--- src/rtl/fucmp_pkg.sv ---
package fucmp_pkg;
  // bit positions inside one condition slot (consumed by branch logic)
  localparam int unsigned BIT_LT = 0;
  localparam int unsigned BIT_GT = 1;
  localparam int unsigned BIT_EQ = 2;
  localparam int unsigned BIT_UN = 3;
  localparam int unsigned SLOT_W = 4;

  typedef enum logic [4:0] {
    CLS_NONE = 5'b00000,
    CLS_UN   = 5'b00001,
    CLS_EQ   = 5'b00010,
    CLS_GT   = 5'b00100,
    CLS_LT   = 5'b01000
  } cmpClass_e;

  typedef struct packed {
    logic load;
    logic clear;
  } ctlStrobe_t;
endpackage

--- src/rtl/fucmp_ctrl.sv ---
module fucmp_ctrl
  import fucmp_pkg::*;
(
  input  logic       clk,
  input  logic       rst_n,
  input  logic       inValid,
  input  logic       statusClr,
  output ctlStrobe_t strobe,
  output logic       done
);
  always_comb begin
    strobe.load  = inValid;
    strobe.clear = statusClr;
  end

  always_ff @(posedge clk or negedge rst_n) begin
    if (!rst_n) done <= 1'b0;
    else        done <= inValid;
  end
endmodule

--- src/rtl/fucmp_datapath.sv ---
module fucmp_datapath
  import fucmp_pkg::*;
#(
  parameter int unsigned EXP_W = 11,
  parameter int unsigned FRAC_W = 52,
  parameter int unsigned SLOTS = 8,
  localparam int unsigned DATA_W = 1 + EXP_W + FRAC_W,
  localparam int unsigned IDX_W = $clog2(SLOTS),
  localparam int unsigned CR_W = SLOTS * SLOT_W
) (
  input  logic              clk,
  input  logic              rst_n,
  input  ctlStrobe_t        strobe,
  input  logic [DATA_W-1:0] opA,
  input  logic [DATA_W-1:0] opB,
  input  logic [IDX_W-1:0]  fieldIdx,
  output logic [CR_W-1:0]   condReg,
  output logic [4:0]        statusClass,
  output logic              snanFlag,
  output logic              invCmpFlag,
  output logic              summaryFlag
);
  localparam logic SET_INV_CMP = 1'b0; // unordered compare never raises it

  function automatic logic isNan(input logic [DATA_W-1:0] v);
    return (&v[DATA_W-2:FRAC_W]) && (|v[FRAC_W-1:0]);
  endfunction

  function automatic logic isSnan(input logic [DATA_W-1:0] v);
    return isNan(v) && !v[FRAC_W-1];
  endfunction

  function automatic logic [DATA_W-1:0] orderKey(input logic [DATA_W-1:0] v);
    return v[DATA_W-1] ? ~v : (v ^ {1'b1, {(DATA_W-1){1'b0}}});
  endfunction

  logic nanAny, snanAny, bothZero, keyLess, keyGreater;
  logic [SLOT_W-1:0] newField;
  cmpClass_e newClass;

  always_comb begin
    nanAny     = isNan(opA) || isNan(opB);
    snanAny    = isSnan(opA) || isSnan(opB);
    bothZero   = (opA[DATA_W-2:0] == '0) && (opB[DATA_W-2:0] == '0);
    keyLess    = orderKey(opA) < orderKey(opB);
    keyGreater = orderKey(opA) > orderKey(opB);
    newField   = '0;
    if (nanAny) begin
      newField[BIT_UN] = 1'b1;
      newClass = CLS_UN;
    end else if (bothZero || (!keyLess && !keyGreater)) begin
      newField[BIT_EQ] = 1'b1;
      newClass = CLS_EQ;
    end else if (keyLess) begin
      newField[BIT_LT] = 1'b1;
      newClass = CLS_LT;
    end else begin
      newField[BIT_GT] = 1'b1;
      newClass = CLS_GT;
    end
  end

  // condition slots
  logic [SLOT_W-1:0] slotQ [SLOTS];
  for (genvar s = 0; s < SLOTS; s++) begin : g_slot
    always_ff @(posedge clk or negedge rst_n) begin
      if (!rst_n) slotQ[s] <= '0;
      else if (strobe.load && fieldIdx == IDX_W'(s)) slotQ[s] <= newField;
    end
    assign condReg[s*SLOT_W +: SLOT_W] = slotQ[s];
  end

  // status
  logic snanKept, setSnan;
  assign snanKept = snanFlag && !strobe.clear;
  assign setSnan  = strobe.load && snanAny;

  always_ff @(posedge clk or negedge rst_n) begin
    if (!rst_n) begin
      statusClass <= CLS_NONE;
      snanFlag    <= 1'b0;
      invCmpFlag  <= 1'b0;
      summaryFlag <= 1'b0;
    end else begin
      if (strobe.load) statusClass <= newClass;
      snanFlag    <= snanKept || setSnan;
      invCmpFlag  <= (invCmpFlag && !strobe.clear) || (strobe.load && SET_INV_CMP);
      summaryFlag <= (summaryFlag && !strobe.clear) || (setSnan && !snanKept);
    end
  end
endmodule

--- src/rtl/fucmp_top.sv ---
module fucmp_top
  import fucmp_pkg::*;
#(
  parameter int unsigned EXP_W = 11,
  parameter int unsigned FRAC_W = 52,
  parameter int unsigned SLOTS = 8,
  localparam int unsigned DATA_W = 1 + EXP_W + FRAC_W,
  localparam int unsigned IDX_W = $clog2(SLOTS),
  localparam int unsigned CR_W = SLOTS * SLOT_W
) (
  input  logic              clk,
  input  logic              rst_n,
  input  logic              inValid,
  input  logic              statusClr,
  input  logic [DATA_W-1:0] opA,
  input  logic [DATA_W-1:0] opB,
  input  logic [IDX_W-1:0]  fieldIdx,
  output logic [CR_W-1:0]   condReg,
  output logic [4:0]        statusClass,
  output logic              snanFlag,
  output logic              invCmpFlag,
  output logic              summaryFlag,
  output logic              done
);
  ctlStrobe_t strobe;

  fucmp_ctrl u_ctrl (
    .clk(clk), .rst_n(rst_n), .inValid(inValid), .statusClr(statusClr),
    .strobe(strobe), .done(done)
  );

  fucmp_datapath #(.EXP_W(EXP_W), .FRAC_W(FRAC_W), .SLOTS(SLOTS)) u_dp (
    .clk(clk), .rst_n(rst_n), .strobe(strobe), .opA(opA), .opB(opB),
    .fieldIdx(fieldIdx), .condReg(condReg), .statusClass(statusClass),
    .snanFlag(snanFlag), .invCmpFlag(invCmpFlag), .summaryFlag(summaryFlag)
  );
endmodule

--- config.mk ---
export PLATFORM = sky130hd
export DESIGN_NAME = fucmp_top
export DESIGN_NICKNAME = d
export VERILOG_FILES = /design/src/rtl/fucmp_pkg.sv /design/src/rtl/fucmp_ctrl.sv /design/src/rtl/fucmp_datapath.sv /design/src/rtl/fucmp_top.sv
export SDC_FILE = /design/constraint.sdc
export NUM_CORES = 1
export LEC_CHECK = 0
export BUFFER_PORTS_ARGS = -buffer_cell sky130_fd_sc_hd__clkbuf_2
export CAP_MARGIN = 20
export CORE_UTILIZATION = 30
export CTS_BUF_LIST = sky130_fd_sc_hd__clkbuf_8
export CTS_CLUSTER_DIAMETER = 50
export DETAILED_ROUTE_END_ITERATION = 8
export GPL_TIMING_DRIVEN = 0
export PLACE_DENSITY = 0.58
export SYNTH_ARGS = -nofsm -noshare
export SYNTH_HDL_FRONTEND = slang
export SYNTH_SLANG_ARGS = --single-unit
--- constraint.sdc ---
create_clock -name clk -period 0.8 [get_ports clk]
set_input_delay 0.08 -clock clk [delete_from_list [all_inputs] [get_ports clk]]
set_output_delay 0.08 -clock clk [all_outputs]
set_load 0.005 [all_outputs]
---- Word level (Yosys, flattened, before mapping) ----
Cells that the tools add are included.
word-level totals
  output and inout bits ................... 41
  input bits .............................. 135
  register bits after elaboration ......... 41
cells by class
  mux-type cells .......................... 11
  bitwise gates (word level) .............. 4
  reductions and logical operators ........ 37
  equality and inequality tests ........... 7
  $lt $le $gt $ge ......................... 2
operators with widths
  cell                number
  $mux 64             2
  $not 64->64         2
  $logic_not 63->1    2
  $reduce_or 52->1    2
  $gt 64x64->1        1
  $lt 64x64->1        1
  $reduce_and 11->1   2
  $logic_and 1x1->1   19
  $eq 3x3->1 const B  4
  $mux 4              3
  $eq 3x2->1 const B  2
  $logic_not 1->1     6
  $logic_or 1x1->1    5
  $mux 1              4
  $eq 3x1->1 const B  1
  $logic_not 3->1     1
  $mux 3              1
  $mux 2              1
  $not 1->1           2

---- Depth between registers and ports, before layout ----
  word-level depth ........................ 8
  mapped depth ............................ 12

---- Cells and area by module ----
A second synthesis with hierarchy kept.
unflattened totals
  cells, all modules ...................... 517
  area total of the unflattened synthesis .. 4,727.0 sq um
by module, submodules not included
  module          cells an instance  area an instance (sq um)  times used  seq. area each (sq um)
  fucmp_datapath  514                4,687.0                   1           975.9
  fucmp_ctrl      3                  40.0                      1           25.0

---- Least setup slack after synthesis ----
No wires, ideal clock.
  path type ............................... input to register
  from .................................... in opA[63]
  to ...................................... reg u_dp.slotQ, in the netlist u_dp.condReg[8]
  slack ................................... -2,707 ps
  arrival time ............................ 3,386 ps
  data required time ...................... 679 ps
  stages .................................. 12
  buffers on the path ..................... 3
  cell sequence ........................... clkbuf_1 > buf_1 > xor2_1 > ha_1 > nand4_1 > or3_1 > or4_1 > or4b_1 > o211ai_2 > nor3_2 > buf_2 > a22o_1
between the ends
  longest elaborated chain between the ends .. 8
  elaborated cells between the ends (all ways) .. 12
  classes of those cells .................. order compare (2); mux (4); bitwise (2); reduce/logical (4)
ends and longest elaborated chain
  element                                             RTL line                                    text
  start, declared                                     fucmp_top.sv:15                             input logic [DATA_W-1:0] opA,
  $not 1->1 (no line) or $not 64->64 (tied branches)  n/a
  $mux 64 (*)                                         fucmp_datapath.sv:34                        return v[DATA_W-1] ? ~v : (v ^ {1'b1, {(DATA_W-1){1'b0}}});
  $lt 64x64->1 or $gt 64x64->1 (tied branches)        fucmp_datapath.sv:45, fucmp_datapath.sv:46
  $logic_not 1->1                                     fucmp_datapath.sv:51                        end else if (bothZero || (!keyLess && !keyGreater)) begin
  $logic_and 1x1->1                                   fucmp_datapath.sv:51
  $logic_or 1x1->1                                    fucmp_datapath.sv:51
  $mux 2 (*)                                          fucmp_datapath.sv:51
  $mux 3 (*)                                          fucmp_datapath.sv:48                        if (nanAny) begin
  end signal, assigned by index                       fucmp_datapath.sv:68                        else if (strobe.load && fieldIdx == IDX_W'(s)) slotQ[s] <= newField;
  end, declared                                       fucmp_datapath.sv:64                        logic [SLOT_W-1:0] slotQ [SLOTS];
Every way passes the cells marked *; elsewhere a longest branch is shown, timed or not.
A chain may end at the register's enable or synchronous reset.

---- Worst setup path after layout ----
  from .................................... in opB[63]
  to ...................................... reg u_dp.slotQ, in the netlist u_dp.condReg[12]
between the ends
  longest elaborated chain between the ends .. 8
  elaborated cells between the ends (all ways) .. 12
  classes of those cells .................. order compare (2); mux (4); bitwise (2); reduce/logical (4)
ends and longest elaborated chain
  element                                             RTL line                                    text
  start, declared                                     fucmp_top.sv:16                             input logic [DATA_W-1:0] opB,
  $not 1->1 (no line) or $not 64->64 (tied branches)  n/a
  $mux 64 (*)                                         fucmp_datapath.sv:34
  $lt 64x64->1 or $gt 64x64->1 (tied branches)        fucmp_datapath.sv:45, fucmp_datapath.sv:46
  $logic_not 1->1                                     fucmp_datapath.sv:51
  $logic_and 1x1->1                                   fucmp_datapath.sv:51
  $logic_or 1x1->1                                    fucmp_datapath.sv:51
  $mux 2 (*)                                          fucmp_datapath.sv:51
  $mux 3 (*)                                          fucmp_datapath.sv:48
Marks and branches as above.

==> metrics.yaml <==
gr-usage-all-layers_pct: 19.9
worstPathArrival_ns: 3.18
floorplan.core_area_um2: 14700
setup.worst_path.end_class: "register"
synth_area_um2: 4560
first_pass_grt_wire_length_um: 25000
synth_compound_area_share_pct: 12.9
cts.root.buffer_cell: "sky130_fd_sc_hd__clkbuf_8"
cts_inserted_buffers: 5
slew_headroom_pct: 62.3
design_area_um2: 6860
place.gp.congestion: 0.867
post_route_hold_slack_ns: -0.263
synth_top_family_by_area: "XOR/XNOR gates"
yosys.area.top_type_share_pct: 21.9
tightestPinTransition_ns: 0.563
design.portCount: 176
synth.avg_cell_area_um2: 8.84
cts-htree-levels: 2
rows: 44
cts_sinks: 40
syn_to_final_growth_pct: 50.4
yosys_register_bits: 40
clk_transition_reported_paths_ns: 0.08
worst_setup_path_start_kind: "input port"
clock_tree.buffer_depth: 2
status: "finished with violations"
antenna_left: 0
place_ws_ns: -2.94
worstPathRequired_ns: 0.98
synth_commonest_cells: "sky130_fd_sc_hd__ha_1 (64), sky130_fd_sc_hd__xnor2_1 (63), sky130_fd_sc_hd__xor2_1 (63)"
syn_inst: 516
worstSetupPathType: "input port to register"
tritoncts: "done"
final.setup.worst_slack_ns: -2.19
synth_top_area_cell: "sky130_fd_sc_hd__dfrtp_1"
die_h_um: 125
power_density_nw_per_um2: 1210
synth.distinct_cells: 43
design.die.area_um2: 15700
starting_density_pct: 31.0
fin_crit_sh_pct: 374
grt_overflow_total: 0
final.min_clock_period_ns: 2.99
postRouteWirelength_um: 15900
timing.reg2reg.worst_path_depth: 2
insertion_delay_ns: 0.30
dpl-instance-area_um2: 5850
maxCapViolations: 0
hold_viol_final: 18
yosys.area_share.xor_xnor_pct: 24.2
routedWlPerCell_um: 17.1
violations: "DRC, hold timing, setup timing"
final_setup_violations: 78
avgViaCountPerCell: 5.17
skew_ns: 0.00445
reg2reg_to: "u_dp.condReg[10]$_DFFE_PN0P_"
worst_reg2reg_setup_slack_ns: -0.07
finalMaxSlewViolations: 0
post-synth-top-count-cell: "sky130_fd_sc_hd__ha_1"
fp.dieW_um: 125
sequential_to_total_area_share_from_yosys_stat_pct: 21.9
post_synth_mux_area_share_pct: 1.97
achievable-frequency_ghz: 0.334
yosys_warnings: 0
num-nets-final: 942
place.detailed.instances: 873
synth_edf_count: 0
number_of_antenna_violations_at_the_first_check_in_global_routing: 0
drt_drc_violations_left: 20
hp-class: "input port to asynchronous set/reset pin"
largest_net_degree_at_the_start_of_global_routing: 41
drt_iter0_markers: 220
critPathMaxFanout: 6
async_flop_share_pct: 100
drive_gt1_share_pct: 40.7
synthTopCellsByArea: "sky130_fd_sc_hd__dfrtp_1 (22%), sky130_fd_sc_hd__ha_1 (18%), sky130_fd_sc_hd__xnor2_1 (12%)"
synth_simple_gate_area_share_pct: 18.8
layoutNonFillerInstCount: 929
syn_nets: 715
adder_cell_share_of_the_synthesized_area_pct: 17.6
route.vias.total: 4805
drt_pass1_iterations: 8
numPortBuffers: 173
postCtsHoldBufs: 2
dp_hpwl_um: 12800
first_global_vias: 4874
ir_drop_mv: 0.684
regToRegStartpoint: "u_dp.condReg[10]$_DFFE_PN0P_"
rsz0062_at_grt: "true"
power_leakage_nw: 3.21
ys_dominant_reg_cell: "sky130_fd_sc_hd__dfrtp_1"
what timing repair did:
item                       4_1_cts  5_1_grt
resized for setup               48       46
setup buffers                   26       14
hold endpoints to repair        42       18
pin swaps                       21        4
gates cloned                     4        0
setup endpoints to repair       78       78
how the worst max path moves through the flow:
stage / startpoint / to / cells past startpoint
2_1_floorplan: opA[63] / u_dp.condReg[0]$_DFFE_PN0P_ / 12
4_1_cts: opB[63] / u_dp.statusClass[1]$_DFFE_PN0P_ / 13
6_report: opB[63] / u_dp.condReg[12]$_DFFE_PN0P_ / 13
5_1_grt: opB[63] / u_dp.condReg[22]$_DFFE_PN0P_ / 13
3_3_place_gp: opB[63] / u_dp.condReg[2]$_DFFE_PN0P_ / 12
3_5_place_dp: opB[63] / u_dp.condReg[2]$_DFFE_PN0P_ / 12
critical path: stages:
cell and delay (ns):
sky130_fd_sc_hd__buf_8 0.10, sky130_fd_sc_hd__clkbuf_16 0.15, sky130_fd_sc_hd__buf_12 0.14, sky130_fd_sc_hd__xnor2_2 0.13, sky130_fd_sc_hd__ha_1 0.29, sky130_fd_sc_hd__nand4_1 0.16, sky130_fd_sc_hd__or3_4 0.43, sky130_fd_sc_hd__or4_4 0.50
sky130_fd_sc_hd__or4b_4 0.52, sky130_fd_sc_hd__o211ai_4 0.22, sky130_fd_sc_hd__nor3_4 0.10, sky130_fd_sc_hd__buf_6 0.17, sky130_fd_sc_hd__a22o_1 0.17
cells in the final DEF (no fill, tap or decap), types with 5 or more instances in the layout:
cell                         n
sky130_fd_sc_hd__clkbuf_2  167
sky130_fd_sc_hd__xor2_1     63
sky130_fd_sc_hd__ha_1       63
sky130_fd_sc_hd__xnor2_1    59
sky130_fd_sc_hd__buf_4      42
sky130_fd_sc_hd__dfrtp_1    40
sky130_fd_sc_hd__nand2_1    33
sky130_fd_sc_hd__nand4_1    29
sky130_fd_sc_hd__a21oi_1    26
sky130_fd_sc_hd__nand3_1    16
sky130_fd_sc_hd__nor4_1     14
sky130_fd_sc_hd__nor4_4     13
sky130_fd_sc_hd__nor4_2     10
sky130_fd_sc_hd__nor3_1     10
sky130_fd_sc_hd__o21ai_2    10
sky130_fd_sc_hd__nor2_1      9
sky130_fd_sc_hd__a22o_1      9
sky130_fd_sc_hd__mux2i_1     9
sky130_fd_sc_hd__clkbuf_8    9
sky130_fd_sc_hd__buf_2       7
sky130_fd_sc_hd__a21o_1      7
sky130_fd_sc_hd__o21ai_1     7
sky130_fd_sc_hd__or4_1       7
sky130_fd_sc_hd__buf_6       6
sky130_fd_sc_hd__o21ai_0     5
sky130_fd_sc_hd__o31ai_1     5
kinds of logic after synthesis:
logic type	count (synthesis)
AND/OR/NAND/NOR	157
XOR/XNOR	126
AO/OA/AOI/OAI	91
adder cells (fa/ha/maj)	64
flip-flops	40
buffers and inverters	28
multiplexers	9
other	1
flip-flops by register name (all words and copies together), names as in the netlist:
register / flops
u_dp.invCmpFlag: 1
u_ctrl.done: 1
u_dp.snanFlag: 1
u_dp.statusClass: 4
u_dp.condReg: 32
u_dp.summaryFlag: 1
metrics by stage:
step | utilization [%] | TNS [ns] | total power [mW]
finish | 46.7 | -68.24 | 8.30
global route | 46.7 | -72.14 | 8.84
CTS | 44.1 | -69.85 | 7.98
detailed placement | 39.8 | -92.47 | 5.72
global placement | 39.8 | -89.95 | 5.61
floorplan | - | -63.09 | 4.40
power breakdown:
part	internal [mW]	switching, mW
combinational	2.03	2.08
sequential	2.24	0.125
clock	1.10	0.723
total	5.37	2.93
final cells by class:
class,count,area [um^2]
buffer,22,221
clock inverter,1,30.0
sequential,40,1000
tap,184,230
clock buffer,7,96.3
timing repair buffer,219,1310
multi-input combinational,449,3950
fill,1392,7840
inverter,6,22.5
antenna,1,2.50
metal layers:
| metal | track usage (%) | vias up | wire length [um] |
|---|---|---|---|
| li1 | - | 2382 | - |
| met5 | 0 | - | 0 |
| met1 | 26.4 | 2251 | 7110 |
| met3 | 2.82 | 10 | 952 |
| met4 | 2.44 | 0 | 87 |
| met2 | 34.9 | 162 | 7740 |
(Power assumes the default switching activity.)
